**config.mk**
```make
export PLATFORM = sky130hd
export DESIGN_NAME = npc_unit
export DESIGN_NICKNAME = d
export VERILOG_FILES = /design/src/rtl/npc_pkg.sv /design/src/rtl/npc_decode.sv /design/src/rtl/npc_target.sv /design/src/rtl/npc_unit.sv
export SDC_FILE = /design/constraint.sdc
export NUM_CORES = 1
export LEC_CHECK = 0
export BUFFER_PORTS_ARGS = -buffer_cell sky130_fd_sc_hd__buf_2
export CAP_MARGIN = 10
export CORE_ASPECT_RATIO = 1.2
export CORE_MARGIN = 2
export CORE_UTILIZATION = 51
export DETAILED_ROUTE_END_ITERATION = 8
export PLACE_DENSITY = 0.79
export RECOVER_POWER = 100
export SYNTH_ARGS = -nofsm -noshare
export SYNTH_HDL_FRONTEND = slang
export SYNTH_SLANG_ARGS = --single-unit
```
**constraint.sdc**
```tcl
create_clock -name clk -period 10.6 [get_ports clk]
set_clock_uncertainty 0.2 [all_clocks]
set_input_delay 0.53 -clock clk [delete_from_list [all_inputs] [get_ports clk]]
set_output_delay 0.53 -clock clk [all_outputs]
set_load 0.005 [all_outputs]
```
**src/rtl/npc_pkg.sv**
```systemverilog
package npc_pkg;
   localparam logic [5:0] OPC_SPECIAL = 6'h00;
   localparam logic [5:0] OPC_J       = 6'h02;
   localparam logic [5:0] OPC_JAL     = 6'h03;
   localparam logic [5:0] OPC_BEQ     = 6'h04;
   localparam logic [5:0] OPC_BNE     = 6'h05;
   localparam logic [5:0] FN_JR       = 6'h08;

   typedef enum logic [2:0] {
      XFER_NONE,
      XFER_BEQ,
      XFER_BNE,
      XFER_J,
      XFER_JAL,
      XFER_JR
   } xfer_e;
endpackage

```
**src/rtl/npc_decode.sv**
```systemverilog
module npc_decode
   import npc_pkg::*;
#(
   parameter int OPC_W   = 6,
   parameter int FUNCT_W = 6
) (
   input  logic [OPC_W-1:0]   opc_i,
   input  logic [FUNCT_W-1:0] funct_i,
   output xfer_e              kind_o
);
   if (OPC_W != 6 || FUNCT_W != 6) begin : g_bad_fields
      $error("npc_decode: opcode and function fields must be 6 bits");
   end

   always_comb begin
      kind_o = XFER_NONE;
      unique case (opc_i)
         OPC_BEQ:     kind_o = XFER_BEQ;
         OPC_BNE:     kind_o = XFER_BNE;
         OPC_J:       kind_o = XFER_J;
         OPC_JAL:     kind_o = XFER_JAL;
         OPC_SPECIAL: kind_o = (funct_i == FN_JR) ? XFER_JR : XFER_NONE;
         default:     kind_o = XFER_NONE;
      endcase
   end
endmodule

```
**src/rtl/npc_target.sv**
```systemverilog
module npc_target
   import npc_pkg::*;
#(
   parameter int XLEN     = 32,
   parameter int IMM_W    = 16,
   parameter int JADDR_W  = 26,
   localparam int RGN_W   = XLEN - JADDR_W - 2,
   localparam int SEXT_W  = XLEN - IMM_W - 2
) (
   input  logic [XLEN-1:0]    pc_i,
   input  logic [JADDR_W-1:0] field_i,
   input  logic [XLEN-1:0]    rs_val_i,
   input  logic [XLEN-1:0]    rt_val_i,
   input  xfer_e              kind_i,
   output logic [XLEN-1:0]    seq_o,
   output logic               taken_o,
   output logic [XLEN-1:0]    target_o,
   output logic               misalign_o
);
   if (IMM_W >= JADDR_W || RGN_W < 1) begin : g_bad_widths
      $error("npc_target: field widths do not fit the address width");
   end

   logic [IMM_W-1:0] imm;
   logic [XLEN-1:0]  br_off;
   logic             ops_equal;

   assign imm       = field_i[IMM_W-1:0];
   assign seq_o     = pc_i + XLEN'(4);
   assign br_off    = {{SEXT_W{imm[IMM_W-1]}}, imm, 2'b00};
   assign ops_equal = (rs_val_i == rt_val_i);

   always_comb begin
      taken_o  = 1'b0;
      target_o = seq_o;
      unique case (kind_i)
         XFER_BEQ: begin
            taken_o  = ops_equal;
            target_o = seq_o + br_off;
         end
         XFER_BNE: begin
            taken_o  = !ops_equal;
            target_o = seq_o + br_off;
         end
         XFER_J, XFER_JAL: begin
            taken_o  = 1'b1;
            target_o = {seq_o[XLEN-1 -: RGN_W], field_i, 2'b00};
         end
         XFER_JR: begin
            taken_o  = 1'b1;
            target_o = rs_val_i;
         end
         default: begin
            taken_o  = 1'b0;
            target_o = seq_o;
         end
      endcase
   end

   assign misalign_o = (kind_i == XFER_JR) && (rs_val_i[1:0] != 2'b00);
endmodule

```
**src/rtl/npc_unit.sv**
```systemverilog
module npc_unit
   import npc_pkg::*;
#(
   parameter int              XLEN       = 32,
   parameter int              OPC_W      = 6,
   parameter int              FUNCT_W    = 6,
   parameter int              IMM_W      = 16,
   parameter int              JADDR_W    = 26,
   parameter int              REG_W      = 5,
   parameter int              LINK_REG   = 31,
   parameter bit              DELAY_SLOT = 1'b1,
   parameter logic [XLEN-1:0] RESET_VEC  = 'h0000_1000
) (
   input  logic             clk,
   input  logic             rst,
   input  logic             fetch_en,
   input  logic [XLEN-1:0]  instr_i,
   input  logic [XLEN-1:0]  rs_val_i,
   input  logic [XLEN-1:0]  rt_val_i,
   output logic [XLEN-1:0]  pc_o,
   output logic [XLEN-1:0]  next_pc_o,
   output logic             link_we_o,
   output logic [REG_W-1:0] link_idx_o,
   output logic [XLEN-1:0]  link_val_o,
   output logic             addr_err_o
);
   localparam int INSTR_BYTES = 4;
   localparam int LINK_OFS    = DELAY_SLOT ? 2 * INSTR_BYTES : INSTR_BYTES;

   if (XLEN != OPC_W + JADDR_W) begin : g_bad_xlen
      $error("npc_unit: XLEN must equal opcode plus jump field width");
   end
   if (RESET_VEC[1:0] != 2'b00) begin : g_bad_vec
      $error("npc_unit: reset vector must be word aligned");
   end
   if (LINK_REG >= (1 << REG_W)) begin : g_bad_link
      $error("npc_unit: link register index does not fit REG_W");
   end

   xfer_e            kind;
   logic [XLEN-1:0]  pc_q;
   logic [XLEN-1:0]  seq;
   logic [XLEN-1:0]  tgt;
   logic             taken;
   logic             misalign;
   logic             pend_q;
   logic             act;
   logic             redirect;

   npc_decode #(.OPC_W(OPC_W), .FUNCT_W(FUNCT_W)) u_dec (
      .opc_i   (instr_i[XLEN-1 -: OPC_W]),
      .funct_i (instr_i[FUNCT_W-1:0]),
      .kind_o  (kind)
   );

   npc_target #(.XLEN(XLEN), .IMM_W(IMM_W), .JADDR_W(JADDR_W)) u_tgt (
      .pc_i       (pc_q),
      .field_i    (instr_i[JADDR_W-1:0]),
      .rs_val_i   (rs_val_i),
      .rt_val_i   (rt_val_i),
      .kind_i     (kind),
      .seq_o      (seq),
      .taken_o    (taken),
      .target_o   (tgt),
      .misalign_o (misalign)
   );

   assign act        = fetch_en && !pend_q;
   assign redirect   = act && taken;
   assign link_we_o  = act && (kind == XFER_JAL);
   assign addr_err_o = act && misalign;
   assign link_idx_o = REG_W'(LINK_REG);
   assign link_val_o = pc_q + XLEN'(LINK_OFS);
   assign pc_o       = pc_q;

   always_ff @(posedge clk) begin
      if (rst) begin
         pc_q <= RESET_VEC;
      end else if (fetch_en) begin
         pc_q <= next_pc_o;
      end
   end

   if (DELAY_SLOT) begin : g_slot
      logic [XLEN-1:0] pend_tgt_q;

      always_ff @(posedge clk) begin
         if (rst) begin
            pend_q     <= 1'b0;
            pend_tgt_q <= RESET_VEC;
         end else if (fetch_en) begin
            pend_q     <= redirect;
            pend_tgt_q <= tgt;
         end
      end

      assign next_pc_o = pend_q ? pend_tgt_q : seq;


      slot_first_chk: assert property (@(posedge clk) disable iff (rst)
         redirect |=> pend_q && (pc_q == $past(pc_q) + XLEN'(INSTR_BYTES)));


      pend_consume_chk: assert property (@(posedge clk) disable iff (rst)
         fetch_en && pend_q |=> !pend_q && (pc_q == $past(pend_tgt_q)));


      misalign_flow_chk: assert property (@(posedge clk) disable iff (rst)
         addr_err_o |=> pend_q && (pend_tgt_q[1:0] != 2'b00));
   end else begin : g_noslot
      assign pend_q    = 1'b0;
      assign next_pc_o = taken ? tgt : seq;
   end


   reset_vec_chk: assert property (@(posedge clk)
      rst |=> (pc_q == RESET_VEC) && !pend_q);


   stall_hold_chk: assert property (@(posedge clk) disable iff (rst)
      !fetch_en |=> $stable(pc_q) && $stable(pend_q));


   seq_step_chk: assert property (@(posedge clk) disable iff (rst)
      fetch_en && !pend_q && !taken |=> pc_q == $past(pc_q) + XLEN'(INSTR_BYTES));


   link_gate_chk: assert property (@(posedge clk) disable iff (rst)
      link_we_o |-> fetch_en && (kind == XFER_JAL));
endmodule

```
==> flow_summary.ini, run 1 <==
[detailed_routing]
routedWlPerCell_um = 21.2
vias = 7424
wl_um = 24900
drtPass1Iterations = 5
routed_via_density = 6.32
drcViolationCount = 0
drtIter0Drc = 665
drtAntennaViolNets = 0

[cells_and_area]
fin_nets = 1136
drive_gt1_share_pct = 17.9
register_area_um2 = 1300
antenna_cells = 0
multi_input_area_um2 = 5000
fillers = 1307
area_growth_pct = 15.8

[sta]
final-setup-viol-count = 0
final.setup.tns_ns = 0
rsz0062_at_grt = false
fin_crit_ns = 4.58
period_share_pct = 43.2
finalHoldViolCount = 0
slew_viol_final = 102
slew-limit-headroom_pct = -26.6
max_freq_mhz = 218
finalWorstSetupSlack_ns = 6.02
tightest_slew_ns = 1.90

[grt]
gr-usage-met3_pct = 6.14
grt_pass1_wl_um = 37200
grtUsageMet1_pct = 39.3
grt_overflow = 0
grt_util_met2_pct = 59.8
antenna_found_initial = 0
grt_max_degree = 63
grt_usage_pct = 34.4
busiest_layer = met2
grt_pass1_vias = 6911

[power]
sw_frac_of_total_pct = 31.2
ir_drop_mv = 0.105
seqPwrFrac_pct = 36.3
clkPwrFrac_pct = 45.0
combPwrFrac_pct = 18.7
leakage_nw = 3.49
power.internal_mw = 0.492
p_sw_mw = 0.223
p_per_area_nw_per_um2 = 91.2

[floorplan]
die_area_um2 = 14200
initial_utilization_pct = 51.6
die_w_um = 109
coreArea_um2 = 13100
io_pins = 202
num_rows = 46
chipHeight_um = 130

[min_path]
hold_path_class = flip-flop to flip-flop

[clocking]
cts_root_buf = clkbuf_16
clk_pin_slew_ns = 0.07
clock_path_buffers = 2
clkLatencyLatePin_ns = 0.36
cts_made_buffers = 9
cts_resized = 0
cts_setup_buffers = 0
postCtsHoldBufs = 0
cts-htree-levels = 3
cts_tree = yes
clock-sinks = 65

[place]
place_hpwl_um = 18800
post-place-ws_ns = 6.45
port_buffers = 196
place.gp.congestion = 1.05

[synth]
async_flop_share_pct = 0
ys.flop_type = dfxtp_1
ys_types = 87
syn_area_um2 = 6770
ys_warn_count = 0
syn-mean-instance-area_um2 = 7.97
synth_area_leaders = dfxtp_1 (19%), xor2_1 (7.6%), ha_1 (6.3%)
ys_seq_area_share_pct = 19.2
synth-edff-count = 0
netlist_instances = 849
synth_area_leader_cell = dfxtp_1
synth_top_area_share_pct = 19.2
synth-seq-cells = 65

[critical_path]
cp-end-kind = flip-flop
cp.required_ns = 10.69
path_class = flip-flop to flip-flop
arrival_ns = 4.67
critPathMaxFanout = 17
crit_path_start_kind = flip-flop

[flow_run]
maxCapViolCount = 3

[status]
status = finished with violations
violations = max-capacitance violations, max-slew violations
[per-stage QoR]
step                total power [mW]  instances  cell area [µm²]  utilization, %  hold slack [ns]
floorplan                      0.341        853             6790               -            0.238
global placement               0.396       1159             7690            58.6            0.251
detailed placement             0.396       1159             7690            58.6            0.260
CTS                            0.715       1175             8000            61.0            0.270
global route                   0.736       1175             7840            59.8            0.290
finish                         0.715       1175             7840            59.8            0.274
[area by class of cell]
type	count	share of cell area (%)
well taps	168	2.68
multi-input cells	703	63.8
clock inverters	7	1.07
repair buffers	204	12.0
flip-flops and latches	65	16.6
clock buffers	9	2.87
inverters	19	0.910
[sequential cells by signal, indices dropped and copies added, names as in the netlist]
| name | flops |
|---|---|
| pc_o | 32 |
| pend_q | 1 |
| g_slot.pend_tgt_q | 32 |
[worst paths after layout]
path,slack (ns),startpoint,endpoint,cells past startpoint
max,6.02,pc_o[2]$_SDFFE_PP0P_,g_slot.pend_tgt_q[31]$_SDFFE_PP0P_,12
min,0.27,g_slot.pend_tgt_q[5]$_SDFFE_PP0P_,g_slot.pend_tgt_q[5]$_SDFFE_PP0P_,2
max reg2reg,6.02,pc_o[2]$_SDFFE_PP0P_,g_slot.pend_tgt_q[31]$_SDFFE_PP0P_,12
min reg2reg,0.27,g_slot.pend_tgt_q[5]$_SDFFE_PP0P_,g_slot.pend_tgt_q[5]$_SDFFE_PP0P_,2
[per-layer routing]
layer | wire (µm) | vias to the layer above
met5 | 0 | -
met4 | 1450 | 0
met3 | 1770 | 97
met2 | 12100 | 397
met1 | 9560 | 3504
li1 | - | 3426
[power by group through the flow]
stage	clock network [mW]	registers [mW]	logic (mW)
6_report	0.322	0.259	0.134
5_1_grt	0.331	0.260	0.144
4_1_cts	0.323	0.259	0.133
3_5_place_dp	0	0.264	0.132
3_3_place_gp	0	0.264	0.132
2_1_floorplan	0	0.261	0.0800
[layout by cell type, fill, tap and decap left out, types with 6 or more instances in the layout]
| cell | synthesis | routed |
|---|---|---|
| a211oi_1 | 10 | 10 |
| a21o_1 | 17 | 17 |
| a21oi_1 | 47 | 47 |
| a221o_1 | 12 | 12 |
| a221oi_1 | 16 | 16 |
| a31oi_1 | 8 | 8 |
| and3_1 | 14 | 14 |
| buf_2 | 18 | 128 |
| clkbuf_1 | 24 | 71 |
| clkbuf_16 | 0 | 9 |
| dfxtp_1 | 65 | 65 |
| ha_1 | 34 | 34 |
| inv_1 | 19 | 19 |
| mux2_1 | 1 | 25 |
| mux2_2 | 30 | 6 |
| mux2i_1 | 29 | 29 |
| nand2_1 | 62 | 62 |
| nand2b_1 | 6 | 6 |
| nand3_1 | 25 | 26 |
| nand4_1 | 19 | 20 |
| nor2_1 | 88 | 89 |
| nor3_1 | 22 | 24 |
| nor4_1 | 12 | 13 |
| o211ai_1 | 15 | 15 |
| o21ai_0 | 26 | 28 |
| or3_1 | 7 | 7 |
| xnor2_1 | 37 | 37 |
| xor2_1 | 59 | 60 |
[cells in the mapped netlist, types with 5 or more instances]
master,number
nand2_1,62
and4_1,5
o211ai_1,15
o22ai_1,5
and3_1,14
mux2i_1,29
ha_1,34
buf_4,17
dfxtp_1,65
a211oi_1,10
a221oi_1,16
inv_1,19
a31oi_1,8
nand3_1,25
or3_1,7
a21o_1,17
mux2_2,30
xnor2_1,37
nor3_1,22
o21a_1,5
nor2_1,88
nand2b_1,6
nor4_1,12
a221o_1,12
o21ai_0,26
buf_2,18
xor2_1,59
nand4_1,19
a21oi_1,47
clkbuf_1,24
and2_1,7
[critical path, cell delays in order, from the launching register on]
cell      delay (ns)
dfxtp_1         0.73
ha_1            0.38
nand4_1         0.50
nor2_1          0.29
xor2_1          0.14
ha_1            0.48
and4_2          0.29
nand4_1         0.11
or2b_2          0.32
a311oi_1        0.41
o21ai_0         0.23
o32a_1          0.36
nand2_1         0.05
[cells by family (layout without fill, tap and decap cells)]
| group | count (synthesis) | after routing | synth area share [%] |
|---|---|---|---|
| AOI/OAI and AO/OA | 203 | 203 | 21.4 |
| xor gates and xnor gates | 100 | 100 | 13.5 |
| adders and majority gates | 35 | 35 | 6.58 |
| buffers and inverters | 85 | 239 | 6.28 |
| DFF | 65 | 65 | 19.2 |
| muxes | 60 | 60 | 9.44 |
| other | 1 | 5 | 0.0554 |
| and+or+nand+nor | 300 | 300 | 23.5 |
Note: power is estimated with default switching activity, not from simulation.
==> inputs of run 2 (changes only) <==
- clock period: 10.6 -> 4.3 ns (I/O delays scaled with it)
==> run 2 against run 1 <==
Compared with the run above:
- the run still ends with max-capacitance violations, max-slew violations left
- hold slack lost 0.26 ns
- die area unchanged
- flip-flop and latch count did not move
- final area up 2.0%
- first-iteration DRC count is 7.5% higher
- total power is 150% higher
- non-clock buffer count rose by 14
- combinational power increased by 150%
- global-route usage is 0.13 points higher
- core utilization increased by 1.2 points
- sequential power is 140% higher
- highest routed layer unchanged
==> flow_summary.ini, run 2 (same netlist as run 1, synthesis figures left out) <==
[cells_and_area]
drive_gt1_share_pct = 19.4
final_common_cell = buf_2
fillers = 1240
final_cells = 1189
antenna_cells = 0
final_cell_mix = buf_2 (134), nor2_1 (88), clkbuf_1 (69)
area_growth_pct = 18.1
fin_nets = 1150

[grt]
antenna_found_initial = 0
grt_max_degree = 62
grt_usage_pct = 34.5
grt_overflow = 0
grt_pass1_vias = 7094
grt_pass1_wl_um = 37500

[floorplan]
die_w_um = 109
die_area_um2 = 14200
num_rows = 46
chipHeight_um = 130
coreArea_um2 = 13100
initial_utilization_pct = 51.6
io_pins = 202

[power]
power.internal_mw = 1.27
clkPwrFrac_pct = 45.7
p_per_area_nw_per_um2 = 223
leakage_nw = 3.59
seqPwrFrac_pct = 35.6
combPwrFrac_pct = 18.7
p_sw_mw = 0.515
ir_drop_mv = 0.370
sw_frac_of_total_pct = 28.9

[sta]
slew-limit-headroom_pct = -48.8
period_share_pct = 91.2
tightest_slew_ns = 2.23
final-setup-viol-count = 0
finalHoldViolCount = 0
max_freq_mhz = 255
slew_viol_final = 88
fin_crit_ns = 3.92
rsz0062_at_grt = false
final.setup.tns_ns = 0

[place]
place_hpwl_um = 19000
port_buffers = 196
dp.cells = 1173
place.gp.congestion = 0.985

[clocking]
postCtsHoldBufs = 0
cts_setup_buffers = 0
clkLatencyLatePin_ns = 0.34
clk_pin_slew_ns = 0.06
cts_tree = yes
cts_made_buffers = 9
clock_path_buffers = 2
clock-sinks = 65
cts_resized = 0
cts_root_buf = clkbuf_16
cts-htree-levels = 3

[detailed_routing]
routedWlPerCell_um = 20.8
vias = 7342
drtAntennaViolNets = 0
wl_um = 24800
drtIter0Drc = 715
routed_via_density = 6.17
drcViolationCount = 0
drtPass1Iterations = 7

[critical_path]
cp.required_ns = 4.37
path_class = flip-flop to flip-flop
cp-end-kind = flip-flop
critPathMaxFanout = 8
crit_path_start_kind = flip-flop
arrival_ns = 3.99

[status]
violations = max-capacitance violations, max-slew violations
status = finished with violations

[flow_run]
maxCapViolCount = 3

[min_path]
hold_path_class = input pin to flip-flop
==> run 2: changes by cell type in the layout (fill, tap and decap cells not counted), sizes merged <==
cell / previous run / this run
clkinvlp: 1 / 2
clkbuf: 80 / 79
inv: 23 / 20
clkinv: 1 / 2
buf: 133 / 148
bufinv: 1 / 2
==> run 2: worst paths after layout <==
| path | from | end | slack (ns) | cells after the start |
|---|---|---|---|---|
| hold / removal | rs_val_i[21] | g_slot.pend_tgt_q[21]$_SDFFE_PP0P_ | 0.01 | 3 |
| hold reg to reg | g_slot.pend_tgt_q[10]$_SDFFE_PP0P_ | g_slot.pend_tgt_q[10]$_SDFFE_PP0P_ | 0.27 | 2 |
| setup / recovery | pc_o[7]$_SDFFE_PP0P_ | g_slot.pend_tgt_q[27]$_SDFFE_PP0P_ | 0.38 | 13 |
| setup reg to reg | pc_o[7]$_SDFFE_PP0P_ | g_slot.pend_tgt_q[27]$_SDFFE_PP0P_ | 0.38 | 13 |
==> run 2: power groups by stage <==
stage / clock network [mW] / registers, mW / logic [mW]
finish: 0.815 / 0.634 / 0.334
global route: 0.849 / 0.636 / 0.362
detailed placement: 0 / 0.646 / 0.329
global placement: 0 / 0.645 / 0.326
floorplan: 0 / 0.643 / 0.197
CTS: 0.821 / 0.633 / 0.331
==> run 2: worst max-delay path, cell delays in order (launching register included) <==
cell and delay (ns):
dfxtp_1 0.44, and4_1 0.45, and3_1 0.24, buf_4 0.16
nand4_1 0.12, xnor2_1 0.30, ha_1 0.34, and2_1 0.21
a21boi_0 0.29, o21a_2 0.21, a311oi_2 0.10, or3_1 0.35
a211o_1 0.29, a31oi_1 0.15
==> run 2: metal layers <==
layer  share of wire [%]  global-route usage, %
met5                   0                      0
met1                  38                   39.2
met3                 7.3                   5.84
met2                  49                   59.1
met4                 6.7                   23.1
==> run 2: metrics by stage <==
stage          setup slack, ns  utilization (%)  total power, mW  hold WS [ns]  cell area (µm²)
2_1_floorplan            0.711                -            0.840         0.218             6790
3_3_place_gp             0.491             59.4            0.972         0.249             7790
3_5_place_dp             0.434             59.4            0.974         0.256             7790
4_1_cts                  0.406             61.9             1.78       0.00743             8120
5_1_grt                  0.162             60.9             1.85        0.0267             8000
6_report                 0.379             60.9             1.78        0.0143             8000
==> run 2: cell type report <==
| class | instances | area, µm² | share of cell area [%] |
|---|---|---|---|
| Sequential cell | 65 | 1300 | 16.3 |
| Inverter | 19 | 71.3 | 0.892 |
| Clock buffer | 9 | 225 | 2.82 |
| Tap cell | 168 | 210 | 2.63 |
| Multi-Input combinational cell | 703 | 5040 | 63.1 |
| Timing Repair Buffer | 218 | 1040 | 13.0 |
| Clock inverter | 7 | 104 | 1.30 |
==> inputs of run 3 (changes only) <==
- CELL_PAD_IN_SITES_DETAIL_PLACEMENT: not set -> 1
- CELL_PAD_IN_SITES_GLOBAL_PLACEMENT: not set -> 2
- CORE_UTILIZATION: 51 -> 30
- PLACE_DENSITY: 0.79 -> not set
- PLACE_DENSITY_LB_ADDON: not set -> 0.1
- clock period: 4.3 -> 3.8 ns (I/O delays scaled with it)
==> run 3 against run 2 <==
Compared with the run above:
- the run still ends with max-capacitance violations, max-slew violations left
- combinational power rose by 20%
- critical path depth shrank 2
- largest cell class unchanged
- global-route usage shrank 8.6 points
- via count is 1.1% higher
- die area is 67% higher
- routed wire length increased by 27%
- sequential power up 13%
- fmax increased by 8.3%
==> flow_summary.ini, run 3 (same netlist as run 1, synthesis figures left out) <==
[power]
seqPwrFrac_pct = 35.2
p_per_area_nw_per_um2 = 239
power.internal_mw = 1.38
power_mw = 2.04
combPwrFrac_pct = 19.6
p_sw_mw = 0.656
ir_drop_mv = 0.227
sw_frac_of_total_pct = 32.2
leakage_nw = 3.92
clkPwrFrac_pct = 45.2

[floorplan]
num_rows = 60
coreArea_um2 = 22300
die_w_um = 141
chipHeight_um = 169
initial_utilization_pct = 30.4
io_pins = 202
die_area_um2 = 23800

[detailed_routing]
wl_um = 31300
drtPass1Iterations = 4
drcViolationCount = 0
routed_via_density = 5.51
routedWlPerCell_um = 23.3
vias = 7423
drtAntennaViolNets = 0
drtIter0Drc = 331

[place]
placed_area_um2 = 8280
port_buffers = 196
place.gp.congestion = 0.909
place_hpwl_um = 24900
dp.cells = 1330

[sta]
slew_viol_final = 34
final.setup.tns_ns = 0
period_share_pct = 95.3
final-setup-viol-count = 0
max_freq_mhz = 276
finalHoldViolCount = 0
tightest_slew_ns = 2.01
fin_crit_ns = 3.62
rsz0062_at_grt = false
slew-limit-headroom_pct = -33.9

[clocking]
cts-htree-levels = 3
cts_tree = yes
cts_made_buffers = 9
clkLatencyLatePin_ns = 0.35
clk_pin_slew_ns = 0.07
clock-sinks = 65
clock_path_buffers = 2
cts_root_buf = clkbuf_16
cts_setup_buffers = 0

[status]
status = finished with violations
violations = max-capacitance violations, max-slew violations

[cells_and_area]
final_cell_mix = buf_2 (161), nor2_1 (88), dfxtp_1 (64)
drive_gt1_share_pct = 25.9
final_common_cell = buf_2
area_growth_pct = 26.0
fin_nets = 1197
final_cells = 1348
final_core_util_pct = 38.3
final_area_um2 = 8530

[min_path]
hold_start = rs_val_i[3]
min_to = g_slot.pend_tgt_q[3]$_SDFFE_PP0P_
hold_path_class = input pin to flip-flop
hold_path_depth = 3

[critical_path]
crit_path_start_kind = flip-flop
rr_worst_depth = 11
reg2reg_slack_ns = 0.18
slowest_delay_ns = 0.59
critPathMaxFanout = 10
path_class = flip-flop to flip-flop
r2r_end = g_slot.pend_tgt_q[27]$_SDFFE_PP0P_
cp-end-kind = flip-flop
cp_cell_sequence = and4_1 > and3_1 > nand4_1 > xnor2_1 > buf_4 > ha_1 > a21oi_1 > o221ai_1 > or3_1 > a211o_1 > a31oi_1
slowest_stage = dfxtp_1
arrival_ns = 3.69
rr_startpoint = pc_o[21]$_SDFFE_PP0P_
cp.required_ns = 3.87

[grt]
antenna_found_initial = 2
grt_pass1_wl_um = 46500
grt_max_degree = 62
grt_overflow = 0
grt_usage_pct = 26.0
grt_pass1_vias = 7675

[flow_run]
maxCapViolCount = 1
run 3: changes by cell type in the layout (fill, tap and decap cells not counted), moves of 3 or more:
cell and change:
buf_4 +31, buf_2 +27, clkbuf_1 -15, xnor2_1 -4
xnor2_2 +4, inv_6 +3
run 3: layout make-up:
type                       instances  area (µm²)
timing repair buffer             265        1380
antenna                            1        2.50
inverter                          19        71.3
clock inverter                     7        83.8
tap                              279         349
sequential                        65        1300
fill                            2805       13800
clock buffer                       9         225
multi-input combinational        703        5120
run 3: critical path: cells and delay by family (launching register included):
| family | cells | cell delay (ns) |
|---|---|---|
| AOI/OAI and AO/OA | 4 | 0.97 |
| DFF | 1 | 0.59 |
| and+or+nand+nor | 4 | 0.98 |
| xor gates and xnor gates | 1 | 0.18 |
| adders and majority gates | 1 | 0.42 |
| buffers and inverters | 1 | 0.17 |
run 3: timing repair:
item	CTS	global route
pin swaps	0	3
gates resized for setup	1	14
endpoints found under the hold margin	1	0
hold buffers	1	0
setup endpoints to repair	1	17
run 3: power groups by stage:
stage / Sequential [mW] / Clock [mW] / Combinational (mW)
after floorplan: 0.728 / 0 / 0.223
after global placement: 0.731 / 0 / 0.402
after detailed placement: 0.731 / 0 / 0.402
after CTS: 0.716 / 0.936 / 0.405
after global routing: 0.718 / 0.958 / 0.439
final: 0.716 / 0.921 / 0.400
run 3: how the worst max path moves through the flow:
stage,startpoint,end,slack [ns],cells past startpoint
finish,pc_o[21]$_SDFFE_PP0P_,g_slot.pend_tgt_q[27]$_SDFFE_PP0P_,0.18,11
global route,pc_o[4]$_SDFFE_PP0P_,g_slot.pend_tgt_q[16]$_SDFFE_PP0P_,0.01,12
CTS,pc_o[8]$_SDFFE_PP0P_,g_slot.pend_tgt_q[30]$_SDFFE_PP0P_,0.004,13
detailed placement,pc_o[4]$_SDFFE_PP0P_,g_slot.pend_tgt_q[19]$_SDFFE_PP0P_,0.002,12
global placement,pc_o[4]$_SDFFE_PP0P_,g_slot.pend_tgt_q[19]$_SDFFE_PP0P_,0.05,12
floorplan,pc_o[3]$_SDFFE_PP0P_,g_slot.pend_tgt_q[27]$_SDFFE_PP0P_,0.21,15
run 3: per-layer routing:
metal	up-vias	routed length, µm	global-route usage, %
li1	3533	-	-
met1	3628	12600	29.7
met2	214	16500	48.5
met3	48	1220	3.39
met4	0	1040	10.3
met5	-	0	0
run 3: through the flow:
step | hold WS (ns) | setup slack [ns]
global route | 0.0343 | 0.00969
detailed placement | 0.259 | 0.00174
finish | 0.0129 | 0.178
floorplan | 0.193 | 0.211
CTS | 0.00122 | 0.00375
global placement | 0.255 | 0.0500
